===== config.mk =====
export PLATFORM = sky130hd
export DESIGN_NAME = dma4_engine
export DESIGN_NICKNAME = d
export VERILOG_FILES = /design/src/rtl/dma4_pkg.sv /design/src/rtl/dma4_pick.sv /design/src/rtl/dma4_chan.sv /design/src/rtl/dma4_engine.sv
export SDC_FILE = /design/constraint.sdc
export NUM_CORES = 2
export LEC_CHECK = 0
export CAP_MARGIN = 20
export CORE_MARGIN = 2
export CORE_UTILIZATION = 35
export CTS_CLUSTER_SIZE = 40
export DETAILED_ROUTE_END_ITERATION = 8
export SLEW_MARGIN = 20
export SYNTH_ARGS = -nofsm -noshare
export SYNTH_HDL_FRONTEND = slang
export SYNTH_SLANG_ARGS = --single-unit

===== constraint.sdc =====
create_clock -name clk -period 5.25 [get_ports clk]
set_clock_uncertainty 0.2 [all_clocks]
set_input_delay 1.05 -clock clk [delete_from_list [all_inputs] [get_ports clk]]
set_output_delay 1.05 -clock clk [all_outputs]
set_load 0.01 [all_outputs]

===== src/rtl/dma4_pkg.sv =====
package dma4_pkg;

    typedef enum logic [1:0] {
        ST_IDLE  = 2'd0,
        ST_READ  = 2'd1,
        ST_WRITE = 2'd2
    } eng_state_t;

    // register selects
    localparam logic [1:0] SEL_SRC  = 2'd0;
    localparam logic [1:0] SEL_DST  = 2'd1;
    localparam logic [1:0] SEL_CNT  = 2'd2;
    localparam logic [1:0] SEL_CTRL = 2'd3;

    // address step codes
    localparam logic [1:0] STEP_UP     = 2'd0;
    localparam logic [1:0] STEP_DOWN   = 2'd1;
    localparam logic [1:0] STEP_HOLD   = 2'd2;
    localparam logic [1:0] STEP_RELOAD = 2'd3;

    // start conditions
    localparam logic [1:0] START_NOW  = 2'd0;
    localparam logic [1:0] START_VBL  = 2'd1;
    localparam logic [1:0] START_HBL  = 2'd2;
    localparam logic [1:0] START_SPEC = 2'd3;

    // control word bit positions
    localparam int B_DSTEP = 5;
    localparam int B_SSTEP = 7;
    localparam int B_RPT   = 9;
    localparam int B_WIDE  = 10;
    localparam int B_AUX   = 11;
    localparam int B_START = 12;
    localparam int B_IE    = 14;
    localparam int B_EN    = 15;

endpackage


===== src/rtl/dma4_pick.sv =====
module dma4_pick #(
    parameter int N_CH = 4,
    localparam int CH_W = (N_CH > 1) ? $clog2(N_CH) : 1
) (
    input  logic [N_CH-1:0] req,
    output logic            any,
    output logic [CH_W-1:0] idx
);
    // lowest index wins: scan from the top so the last hit is the lowest
    always_comb begin
        idx = '0;
        for (int i = N_CH - 1; i >= 0; i--) begin
            if (req[i]) idx = CH_W'(i);
        end
    end

    assign any = |req;

endmodule


===== src/rtl/dma4_chan.sv =====
module dma4_chan
    import dma4_pkg::*;
#(
    parameter int ADDR_W = 32,
    parameter int CNT_W = 16,
    parameter logic [CNT_W:0] MAX_CNT = 17'h04000,
    parameter bit ALLOW_SPECIAL = 1'b1
) (
    input  logic              clk,
    input  logic              rst_n,
    input  logic              wr_en,
    input  logic [1:0]        wr_sel,
    input  logic [ADDR_W-1:0] wr_data,
    input  logic              hblank,
    input  logic              vblank,
    input  logic              special,
    input  logic              adv,
    output logic              pending,
    output logic [ADDR_W-1:0] bus_src,
    output logic [ADDR_W-1:0] bus_dst,
    output logic              wide,
    output logic [15:0]       ctrl_rd,
    output logic              irq
);
    localparam int WC_W = CNT_W + 1;

    logic [ADDR_W-1:0] src_q, dst_q, wsrc_q, wdst_q;
    logic [CNT_W-1:0]  cnt_q;
    logic [WC_W-1:0]   wcnt_q;
    logic              en_q, ie_q, rpt_q, wide_q, aux_q, pend_q, first_q;
    logic [1:0]        sstep_q, dstep_q, start_q;

    logic [WC_W-1:0]   eff_cnt;
    logic [ADDR_W-1:0] unit_sz, src_next, dst_next;
    logic              new_en, last_unit, trig;

    assign eff_cnt = (cnt_q == '0) ? MAX_CNT : {1'b0, cnt_q};
    assign unit_sz = wide_q ? ADDR_W'(4) : ADDR_W'(2);
    assign new_en  = wr_data[B_EN];
    assign last_unit = (wcnt_q == WC_W'(1));

    // aligned view on the first 32-bit unit after arming
    assign bus_src = (first_q && wide_q) ? {wsrc_q[ADDR_W-1:2], 2'b00} : wsrc_q;
    assign bus_dst = (first_q && wide_q) ? {wdst_q[ADDR_W-1:2], 2'b00} : wdst_q;

    always_comb begin
        unique case (sstep_q)
            STEP_DOWN: src_next = bus_src - unit_sz;
            STEP_HOLD: src_next = bus_src;
            default:   src_next = bus_src + unit_sz;
        endcase
        unique case (dstep_q)
            STEP_DOWN: dst_next = bus_dst - unit_sz;
            STEP_HOLD: dst_next = bus_dst;
            default:   dst_next = bus_dst + unit_sz;
        endcase
    end

    always_comb begin
        trig = 1'b0;
        unique case (start_q)
            START_VBL:  trig = vblank;
            START_HBL:  trig = hblank;
            START_SPEC: trig = ALLOW_SPECIAL && special;
            default:    trig = 1'b0;
        endcase
    end

    always_ff @(posedge clk or negedge rst_n) begin
        if (!rst_n) begin
            src_q   <= '0;
            dst_q   <= '0;
            wsrc_q  <= '0;
            wdst_q  <= '0;
            cnt_q   <= '0;
            wcnt_q  <= '0;
            en_q    <= 1'b0;
            ie_q    <= 1'b0;
            rpt_q   <= 1'b0;
            wide_q  <= 1'b0;
            aux_q   <= 1'b0;
            pend_q  <= 1'b0;
            first_q <= 1'b0;
            sstep_q <= '0;
            dstep_q <= '0;
            start_q <= '0;
            irq     <= 1'b0;
        end else begin
            irq <= 1'b0;

            if (en_q && !pend_q && trig) pend_q <= 1'b1;

            if (adv && en_q && pend_q) begin
                wsrc_q  <= src_next;
                wdst_q  <= dst_next;
                first_q <= 1'b0;
                wcnt_q  <= wcnt_q - WC_W'(1);
                if (last_unit) begin
                    pend_q <= 1'b0;
                    irq    <= ie_q;
                    if (rpt_q && start_q != START_NOW) begin
                        wcnt_q  <= eff_cnt;
                        first_q <= 1'b1;
                        if (dstep_q == STEP_RELOAD) wdst_q <= dst_q;
                    end else begin
                        en_q <= 1'b0;
                    end
                end
            end

            if (wr_en) begin
                unique case (wr_sel)
                    SEL_SRC: src_q <= {wr_data[ADDR_W-1:1], 1'b0};
                    SEL_DST: dst_q <= {wr_data[ADDR_W-1:1], 1'b0};
                    SEL_CNT: cnt_q <= wr_data[CNT_W-1:0];
                    SEL_CTRL: begin
                        en_q    <= new_en;
                        ie_q    <= wr_data[B_IE];
                        start_q <= wr_data[B_START +: 2];
                        aux_q   <= wr_data[B_AUX];
                        wide_q  <= wr_data[B_WIDE];
                        rpt_q   <= wr_data[B_RPT];
                        sstep_q <= wr_data[B_SSTEP +: 2];
                        dstep_q <= wr_data[B_DSTEP +: 2];
                        if (!en_q && new_en) begin
                            wsrc_q  <= src_q;
                            wdst_q  <= dst_q;
                            wcnt_q  <= eff_cnt;
                            first_q <= 1'b1;
                            pend_q  <= (wr_data[B_START +: 2] == START_NOW);
                        end else if (!new_en) begin
                            pend_q <= 1'b0;
                        end
                    end
                    default: ;
                endcase
            end
        end
    end

    assign pending = pend_q;
    assign wide    = wide_q;
    assign ctrl_rd = {en_q, ie_q, start_q, aux_q, wide_q, rpt_q, sstep_q, dstep_q, 5'b00000};

endmodule


===== src/rtl/dma4_engine.sv =====
module dma4_engine
    import dma4_pkg::*;
#(
    parameter int N_CH = 4,
    parameter int ADDR_W = 32,
    parameter int CNT_W = 16,
    parameter logic [CNT_W:0] SHORT_MAX = 17'h04000,
    parameter logic [CNT_W:0] LONG_MAX  = 17'h10000,
    localparam int CH_W = (N_CH > 1) ? $clog2(N_CH) : 1
) (
    input  logic              clk,
    input  logic              rst_n,
    input  logic              cfg_we,
    input  logic [CH_W-1:0]   cfg_ch,
    input  logic [1:0]        cfg_sel,
    input  logic [ADDR_W-1:0] cfg_wdata,
    input  logic [CH_W-1:0]   rd_ch,
    output logic [15:0]       rd_ctrl,
    input  logic              hblank_stb,
    input  logic              vblank_stb,
    input  logic [N_CH-1:0]   special_stb,
    output logic              m_valid,
    output logic              m_write,
    output logic              m_size32,
    output logic [ADDR_W-1:0] m_addr,
    output logic [31:0]       m_wdata,
    input  logic              m_ready,
    input  logic [31:0]       m_rdata,
    output logic [N_CH-1:0]   irq
);
    logic [N_CH-1:0]   ch_pend, ch_wide, ch_adv;
    logic [ADDR_W-1:0] ch_src [N_CH];
    logic [ADDR_W-1:0] ch_dst [N_CH];
    logic [15:0]       ch_ctrl [N_CH];

    eng_state_t        state_q, state_d;
    logic [CH_W-1:0]   cur_q, pick_idx;
    logic [31:0]       data_q;
    logic              pick_any;

    for (genvar g = 0; g < N_CH; g++) begin : g_ch
        localparam logic [CNT_W:0] CH_MAX = (g == N_CH - 1) ? LONG_MAX : SHORT_MAX;
        dma4_chan #(
            .ADDR_W(ADDR_W),
            .CNT_W(CNT_W),
            .MAX_CNT(CH_MAX),
            .ALLOW_SPECIAL(g != 0)
        ) u_chan (
            .clk(clk),
            .rst_n(rst_n),
            .wr_en(cfg_we && (cfg_ch == CH_W'(g))),
            .wr_sel(cfg_sel),
            .wr_data(cfg_wdata),
            .hblank(hblank_stb),
            .vblank(vblank_stb),
            .special(special_stb[g]),
            .adv(ch_adv[g]),
            .pending(ch_pend[g]),
            .bus_src(ch_src[g]),
            .bus_dst(ch_dst[g]),
            .wide(ch_wide[g]),
            .ctrl_rd(ch_ctrl[g]),
            .irq(irq[g])
        );
    end

    dma4_pick #(.N_CH(N_CH)) u_pick (
        .req(ch_pend),
        .any(pick_any),
        .idx(pick_idx)
    );

    // state register
    always_ff @(posedge clk or negedge rst_n) begin
        if (!rst_n) begin
            state_q <= ST_IDLE;
            cur_q   <= '0;
            data_q  <= '0;
        end else begin
            state_q <= state_d;
            if (state_q == ST_IDLE && pick_any) cur_q <= pick_idx;
            if (state_q == ST_READ && m_ready)  data_q <= m_rdata;
        end
    end

    // next state
    always_comb begin
        state_d = state_q;
        unique case (state_q)
            ST_IDLE:  if (pick_any) state_d = ST_READ;
            ST_READ:  if (m_ready)  state_d = ST_WRITE;
            ST_WRITE: if (m_ready)  state_d = ST_IDLE;
            default:  state_d = ST_IDLE;
        endcase
    end

    // outputs
    always_comb begin
        m_valid  = 1'b0;
        m_write  = 1'b0;
        m_addr   = ch_src[cur_q];
        m_size32 = ch_wide[cur_q];
        m_wdata  = data_q;
        ch_adv   = '0;
        unique case (state_q)
            ST_READ: begin
                m_valid = 1'b1;
            end
            ST_WRITE: begin
                m_valid = 1'b1;
                m_write = 1'b1;
                m_addr  = ch_dst[cur_q];
                if (m_ready) ch_adv[cur_q] = 1'b1;
            end
            default: ;
        endcase
    end

    assign rd_ctrl = ch_ctrl[rd_ch];

endmodule


Word-level counts from Yosys, hierarchy flattened
Cells that the tools add are included.
{"block": "word_totals", "ff_bits": 728, "in_bits": 80}
{"block": "op_classes", "addsub": 20, "n_lt_le_gt_ge": 4, "n_eq_ne": 46, "muxes": 202, "bitwise_logic": 2, "n_reduce_logical": 74}
{"cell": "$mux 32", "n": 49}
{"cell": "$pmux 32 s2", "n": 8}
{"cell": "$mux 17", "n": 25}
{"cell": "$add 32x3->32", "n": 8}
{"cell": "$sub 32x3->32", "n": 8}
{"cell": "$bmux 32 s2", "n": 2}
{"cell": "$mux 1", "n": 84}
{"cell": "$mux 16", "n": 5}
{"cell": "$eq 17x1->1 const B", "n": 4}
{"cell": "$sub 17x1->17 const B", "n": 4}
{"cell": "$logic_not 16->1", "n": 4}
{"cell": "$eq 2x2->1 const B", "n": 24}
{"cell": "$logic_and 1x1->1", "n": 35}
{"cell": "$bmux 16 s2", "n": 1}
{"cell": "$reduce_and 2->1", "n": 16}
{"cell": "$eq 2x1->1 const B", "n": 15}
{"cell": "$mux 2", "n": 15}
{"cell": "$mux 3", "n": 4}
{"cell": "$pmux 1 s3", "n": 3}
{"cell": "$logic_not 1->1", "n": 8}
{"cell": "$logic_not 2->1", "n": 4}
{"cell": "$mux 4", "n": 2}
{"cell": "$reduce_bool 2->1", "n": 4}
{"cell": "$ge 3x3->1 const B", "n": 2}
{"cell": "11 further kinds", "n": 14}

Logic depth before layout (Yosys ltp)
{"block": "logic_depth", "word_depth": 13, "mapped_depth": 20}

By module
Synthesis repeated with hierarchy kept, for this count alone.
{"block": "unflattened", "hier_cells": 5620, "area_unflattened_um2": 50857.5}
{"mod": "dma4_chan at g_ch[3].u_chan", "instances": 1, "cells_each": 1360, "area_per_inst_um2": 11935.2, "seq_area_each_um2": 4329.2}
{"mod": "dma4_chan at g_ch[0].u_chan", "instances": 1, "cells_each": 1327, "area_per_inst_um2": 11663.7, "seq_area_each_um2": 4329.2}
{"mod": "dma4_chan at g_ch[1].u_chan", "instances": 1, "cells_each": 1335, "area_per_inst_um2": 11636.2, "seq_area_each_um2": 4329.2}
{"mod": "dma4_chan at g_ch[2].u_chan", "instances": 1, "cells_each": 1309, "area_per_inst_um2": 11551.1, "seq_area_each_um2": 4329.2}
{"mod": "dma4_engine", "instances": 1, "cells_each": 282, "area_per_inst_um2": 4036.4, "seq_area_each_um2": 900.9}
{"mod": "dma4_pick", "instances": 1, "cells_each": 7, "area_per_inst_um2": 35.0, "seq_area_each_um2": 0.0}

Least setup slack after synthesis
OpenSTA, ideal clock, no wires.
{"block": "synth_path", "path_kind": "flip-flop to flip-flop", "startpoint": "register g_ch[2].u_chan.dstep_q[0]", "endpoint": "register g_ch[2].u_chan.wdst_q[29]", "arrival_ps": 4096, "setup_slack_ps": 819, "stages_incl_launch_ff": 20, "n_path_buf": 5, "period_less_slack_ps": 4431, "path_cell_list": "dfrtp_1 -> clkbuf_1 -> nand2b_1 -> clkbuf_1 -> clkbuf_1 -> clkbuf_1 -> buf_1 -> nor2_1 -> ha_1 -> o21a_1 -> o2111ai_1 -> a211oi_2 -> o211a_1 -> nand2b_1 -> a21o_1 -> mux2_2 -> a221oi_1 -> a21oi_1 -> a21oi_1 -> o21ai_0"}
{"block": "synth_via", "elab_chain_len": 9, "word_cells_on_any_way": 11, "cone_classes": "eq/ne: 3; mux: 8"}
{"item": "start, declared", "line": "dma4_chan.sv:31", "rtl": "logic [1:0] sstep_q, dstep_q, start_q;"}
{"item": "start signal, assigned", "line": "dma4_chan.sv:124", "rtl": "dstep_q <= wr_data[B_DSTEP +: 2];"}
{"item": "$eq 2x2->1 / $eq 2x1->1 (equally long branches)", "line": "dma4_chan.sv:52", "rtl": "unique case (dstep_q)"}
{"item": "$pmux 32 s2", "line": "dma4_chan.sv:52"}
{"item": "$mux 32", "line": "dma4_chan.sv:104", "rtl": "if (dstep_q == STEP_RELOAD) wdst_q <= dst_q;"}
{"item": "$mux 32", "line": "dma4_chan.sv:101", "rtl": "if (rpt_q && start_q != START_NOW) begin"}
{"item": "$mux 32 (*)", "line": "dma4_chan.sv:98", "rtl": "if (last_unit) begin"}
{"item": "$mux 32 (*)", "line": "dma4_chan.sv:93", "rtl": "if (adv && en_q && pend_q) begin"}
{"item": "$mux 32", "line": "dma4_chan.sv:125", "rtl": "if (!en_q && new_en) begin"}
{"item": "$mux 32", "line": "dma4_chan.sv:112", "rtl": "unique case (wr_sel)"}
{"item": "$mux 32 (*)", "line": "dma4_chan.sv:111", "rtl": "if (wr_en) begin"}
{"item": "end signal, assigned", "line": "dma4_chan.sv:95", "rtl": "wdst_q <= dst_next;"}
{"item": "end signal, assigned", "line": "dma4_chan.sv:104"}
{"item": "end signal, assigned", "line": "dma4_chan.sv:127", "rtl": "wdst_q <= dst_q;"}
{"item": "end, declared", "line": "dma4_chan.sv:27", "rtl": "logic [ADDR_W-1:0] src_q, dst_q, wsrc_q, wdst_q;"}
Mark *: on every way between the ends. The rest lies on a longest branch, timed or not.
A chain may end at the register's enable or synchronous reset.

Worst setup path after layout
{"block": "layout_path", "startpoint": "register g_ch[1].u_chan.sstep_q[1]", "endpoint": "register g_ch[1].u_chan.wsrc_q[31]"}
{"block": "layout_via", "elab_chain_len": 6, "word_cells_on_any_way": 7, "cone_classes": "eq/ne: 2; mux: 5"}
{"item": "start, declared", "line": "dma4_chan.sv:31"}
{"item": "start signal, assigned", "line": "dma4_chan.sv:123", "rtl": "sstep_q <= wr_data[B_SSTEP +: 2];"}
{"item": "$eq 2x2->1 / $eq 2x1->1 (equally long branches)", "line": "dma4_chan.sv:47", "rtl": "unique case (sstep_q)"}
{"item": "$pmux 32 s2 (*)", "line": "dma4_chan.sv:47"}
{"item": "$mux 32 (*)", "line": "dma4_chan.sv:93"}
{"item": "$mux 32", "line": "dma4_chan.sv:125"}
{"item": "$mux 32", "line": "dma4_chan.sv:112"}
{"item": "$mux 32 (*)", "line": "dma4_chan.sv:111"}
{"item": "end signal, assigned", "line": "dma4_chan.sv:94", "rtl": "wsrc_q <= src_next;"}
{"item": "end signal, assigned", "line": "dma4_chan.sv:126", "rtl": "wsrc_q <= src_q;"}
{"item": "end, declared", "line": "dma4_chan.sv:27"}
Marks and branches as above.

==> Implementation_results.wiki <==
{| class="wikitable"
! Metric !! Value
|-
| Result of the run || completed
|-
| Number of fillers in the final layout || 13421
|-
| Total clock sinks || 728
|-
| P_int || about 16 mW
|-
| Slew Limit Headroom || 0.221
|-
| Number of antenna violations at the first check in global routing || 23
|-
| Fmax achieved || between 0.2 and 0.25 GHz
|-
| Fraction of the cycle the final worst path needs || 0.946
|-
| Switching part of the total power || 0.409
|-
| Category of the most critical setup path || reg2reg
|-
| Cell-by-cell listing of the critical path || nand2b_1 -> inv_1 -> ha_1 -> and3_1 -> a221oi_1 -> o311ai_0 -> a311o_1 -> and3_1 -> a211oi_1 -> o21bai_1 -> a21oi_1 -> buf_4 -> xnor2_1 -> or3_1 -> nand3_1
|-
| Total global routing track utilization || 0.266
|-
| Terminating pin of the worst hold path || g_ch[2].u_chan.wdst_q[7]$_DFF_PN0_
|-
| Hold crit path type || reg2reg
|-
| CP max stage delay || slightly above 500 ps
|-
| Number of nets with antenna violations after detailed routing || 0
|-
| Required time reported for the critical path endpoint || 5680 ps
|-
| Crit path DAT || 5400 ps
|-
| Main synth FF type || dfrtp_1
|-
| Post-DP HPWL || around 130000 microns
|-
| Synthesized area || about 48000 sq um
|-
| Initial cell density of the core || 0.352
|-
| Length in cells of the worst reg-to-reg path || 15
|-
| Number of remaining DRC errors || 0
|-
| Count of flip-flops with a built-in enable after synthesis || 0
|-
| Asr flop ratio synth || 1.00
|-
| Largest buffer count on any clock path || 3
|-
| Hold path startpoint || g_ch[2].u_chan.dst_q[7]$_DFFE_PN0P_
|-
| Number of buffers added for setup after CTS || 0
|-
| IO Count || between 150 and 200
|-
| Clock latency reported for the late side of the worst-skew pair || ~720 ps
|-
| Actual transition at the worst max-transition pin || 1170 ps
|-
| Critical path endpoint category || register
|-
| Count of input and output buffers || 160
|-
| Footprint of the multi-input gates || around 28000 sq um
|-
| Fraction of the yosys area taken by sequential cells || 0.383
|-
| Area of the core || 135000 sq um
|-
| Maximum capacitance violations || 0
|-
| Net load switching power || 10.9 mW
|-
| Die Y-Extent || between 300 and 400 microns
|-
| Final hold violations || 0
|-
| Die W || between 300 and 400 microns
|-
| Total of endpoints with negative setup slack in the final report || 0
|-
| Sequential Area || 18200 sq um
|-
| Seq pwr share || 0.346
|-
| Die area || 139000 sq um
|-
| Power density cells || 488 nW/um^2
|-
| R2r setup slk || 290 ps
|-
| Portion of total power attributed to combinational logic || 0.413
|-
| Placement Cell Area || a little over 50000 sq um
|-
| Placed cell count || 7002
|-
| Max-slew violation count || 0
|-
| Launch point of the worst reg-to-reg path || g_ch[1].u_chan.sstep_q[1]$_DFFE_PN0P_
|-
| Endpoint of the lowest-slack register-to-register path || g_ch[1].u_chan.wsrc_q[31]$_DFF_PN0_
|-
| Warnings from Yosys || 0
|-
| Global-route wire length before repair || approximately 270000 microns
|-
| End-of-flow core utilization || 0.403
|-
| Count of nets after finishing || between 5000 and 6000
|-
| Worst path top cell family by delay || compound AO/OA/AOI/OAI gates
|-
| Via total after detailed routing || between 40000 and 50000
|-
| Most frequent cells after synthesis || 728 x dfrtp_1, 554 x nand2_1, 470 x nor2_1, 441 x a21oi_1, 424 x mux2_2
|-
| Cell leakage power || ~22 nW
|-
| Critical Path Slowest Stage Cell || a221oi_1
|-
| Last weighted congestion value of the routability-driven placer || ~0.97
|-
| Post-Synthesis Cells || 5272
|-
| Vias in the first global route || between 40000 and 50000
|-
| Fraction of layout cells with a size suffix above 1 || 0.163
|-
| Worst-path clk slew || about 70 ps
|-
| Pin count of the biggest net entering global routing || about 160
|-
| Count of different cell masters after synthesis || 85
|-
| CP Buf/Inv Count || 2
|-
| Crit path top cell by count || and3_1
|-
| Setup WS post-layout || around 290 ps
|-
| Pre-CTS worst setup slack || 334 ps
|-
| Biggest area consumer among synthesized cells || dfrtp_1
|-
| Shortest period the worst path allows || slightly below 5000 ps
|-
| Worst Path Max Fanout || 10
|-
| Total routed wirelength || 187000 microns
|-
| Average cell area after synthesis || between 9 and 10 sq um
|-
| Most frequent cell after synthesis || dfrtp_1
|-
| Max rail drop VDD || around 0.00033 V
|-
| TritonCTS clock tree || built
|-
| First DRT Iteration DRCs || about 5000
|-
| Layout Cells excl Fill || 7175
|-
| WHS Path Cells || 2
|-
| Total grt overflow || 0
|-
| Clock share of power || 0.241
|-
| Clock buffer count from CTS || 87
|-
| Cell area after layout || roughly 54000 sq um
|-
| Avg WL per Cell || roughly 26 microns
|-
| Number of detailed-routing iterations run before antenna repair || 6
|-
| Flip-flop and latch count after synthesis || between 700 and 800
|-
| Area share of the largest cell type after synthesis || 0.383
|-
| Area added between synthesis and finish || 14.5%
|-
| Sort of element at the start of the critical path || register
|-
| Routed vias/inst || a little over 6
|-
| Unrepaired setup endpoints after global routing || no
|-
| Root cell of the clock tree || clkbuf_16
|-
| Setup tns final || 0 ps
|-
| Number of placement rows || 135
|-
| Main area contributors after synthesis || dfrtp_1 38%, mux2_2 10%, a21oi_1 4.6%
|-
| CTS HTree Levels || 3
|}
[repair_timing]
item / in CTS / in global routing
hold buffers: 1 / 0
gates resized for setup: 0 / 0
endpoints found under the hold margin: 14 / 0
[power groups by stage]
stage	clock [mW]	combinational, mW	sequential (mW)
floorplan	0	7.66	8.00
global placement	0	10.6	9.14
detailed placement	0	10.7	9.19
CTS	6.51	10.8	9.11
global route	6.71	11.9	9.36
finish	6.41	11.0	9.19
[final cells by class]
type,instances,area share
Sequential cell,728,0.335
Tap cell,1781,0.0410
Clock inverter,31,0.00773
Inverter,74,0.00510
Multi-Input combinational cell,4090,0.508
Clock buffer,128,0.0476
Antenna cell,13,0.000598
Timing Repair Buffer,330,0.0546
[cell usage in the layout (no fill, tap or decap), types with 17 or more instances in the layout]
master,Yosys,final
nor2_1,470,465
a31oi_1,74,74
mux2i_1,20,20
a32oi_1,19,19
a21oi_1,441,437
or4_1,27,27
clkbuf_16,0,88
and3_1,39,39
a211oi_1,22,22
nand2_1,554,549
nor3_1,127,126
xor2_1,88,88
mux4_2,74,74
and2_1,36,36
o22a_1,27,27
nand4_1,54,54
a22oi_1,41,41
xnor2_1,120,120
inv_1,68,68
nor4_1,64,63
o31ai_1,22,22
or3_1,40,39
clkdlybuf4s50_1,0,156
o21a_1,49,49
clkbuf_8,0,24
mux2_2,424,424
nand3_1,156,156
nor2b_1,40,37
nand3b_1,17,17
a221oi_1,24,24
o22ai_1,78,78
ha_1,155,154
o21bai_1,17,17
o211ai_1,20,20
o21ai_0,408,404
buf_4,10,161
dfrtp_1,728,726
nand2b_1,47,46
a21o_1,82,82
[cells by family (layout without fill, tap and decap cells)]
group,Yosys count,after routing,synth area share
adder cells (fa/ha/maj),155,155,0.0408
buffers and inverters,458,563,0.0374
AO/OA/AOI/OAI,1471,1471,0.190
AND/OR/NAND/NOR,1733,1733,0.170
XOR/XNOR,208,208,0.0383
flip-flops,728,728,0.383
multiplexers,518,518,0.140
other,1,18,0.0000789
[worst max-delay path by stage]
stage / startpoint / to / slack (ps) / cells after the start
after detailed placement: g_ch[1].u_chan.sstep_q[1]$_DFFE_PN0P_ / g_ch[1].u_chan.wsrc_q[31]$_DFF_PN0_ / 330 / 15
after global routing: g_ch[1].u_chan.sstep_q[1]$_DFFE_PN0P_ / g_ch[1].u_chan.wsrc_q[31]$_DFF_PN0_ / 110 / 15
final: g_ch[1].u_chan.sstep_q[1]$_DFFE_PN0P_ / g_ch[1].u_chan.wsrc_q[31]$_DFF_PN0_ / 290 / 15
after floorplan: g_ch[2].u_chan.dstep_q[0]$_DFFE_PN0P_ / g_ch[2].u_chan.wdst_q[29]$_DFF_PN0_ / 820 / 19
after global placement: g_ch[1].u_chan.sstep_q[1]$_DFFE_PN0P_ / g_ch[1].u_chan.wsrc_q[31]$_DFF_PN0_ / 350 / 15
after CTS: g_ch[1].u_chan.sstep_q[1]$_DFFE_PN0P_ / g_ch[1].u_chan.wsrc_q[31]$_DFF_PN0_ / 290 / 15
[worst min-delay path, stage by stage, from the launching register on]
cell and delay, ps:
dfrtp_1 330, nand2_1 50, o21ai_0 60
[through the flow]
stage	total power, mW	hold slack, ps
6_report	26.6	249
3_3_place_gp	19.7	252
5_1_grt	27.9	275
3_5_place_dp	19.9	262
2_1_floorplan	15.7	244
4_1_cts	26.4	252
[per-layer routing]
| layer | vias to the layer above | part of all wire | GRT usage |
|---|---|---|---|
| li1 | 19415 | - | - |
| met1 | 21638 | 0.42 | 0.368 |
| met2 | 2113 | 0.42 | 0.389 |
| met3 | 396 | 0.11 | 0.0750 |
| met4 | 8 | 0.045 | 0.108 |
| met5 | - | 0.00027 | 0 |
[flip-flops by register name (all words and copies together) (netlist names), 8 cells and up]
signal,count
g_ch.u_chan.wsrc_q,128
g_ch.u_chan.cnt_q,64
g_ch.u_chan.dstep_q,8
g_ch.u_chan.wcnt_q,68
g_ch.u_chan.src_q,124
m_wdata,32
g_ch.u_chan.start_q,8
g_ch.u_chan.dst_q,124
g_ch.u_chan.wdst_q,128
g_ch.u_chan.sstep_q,8
Note: power is estimated with default switching activity, not from simulation.
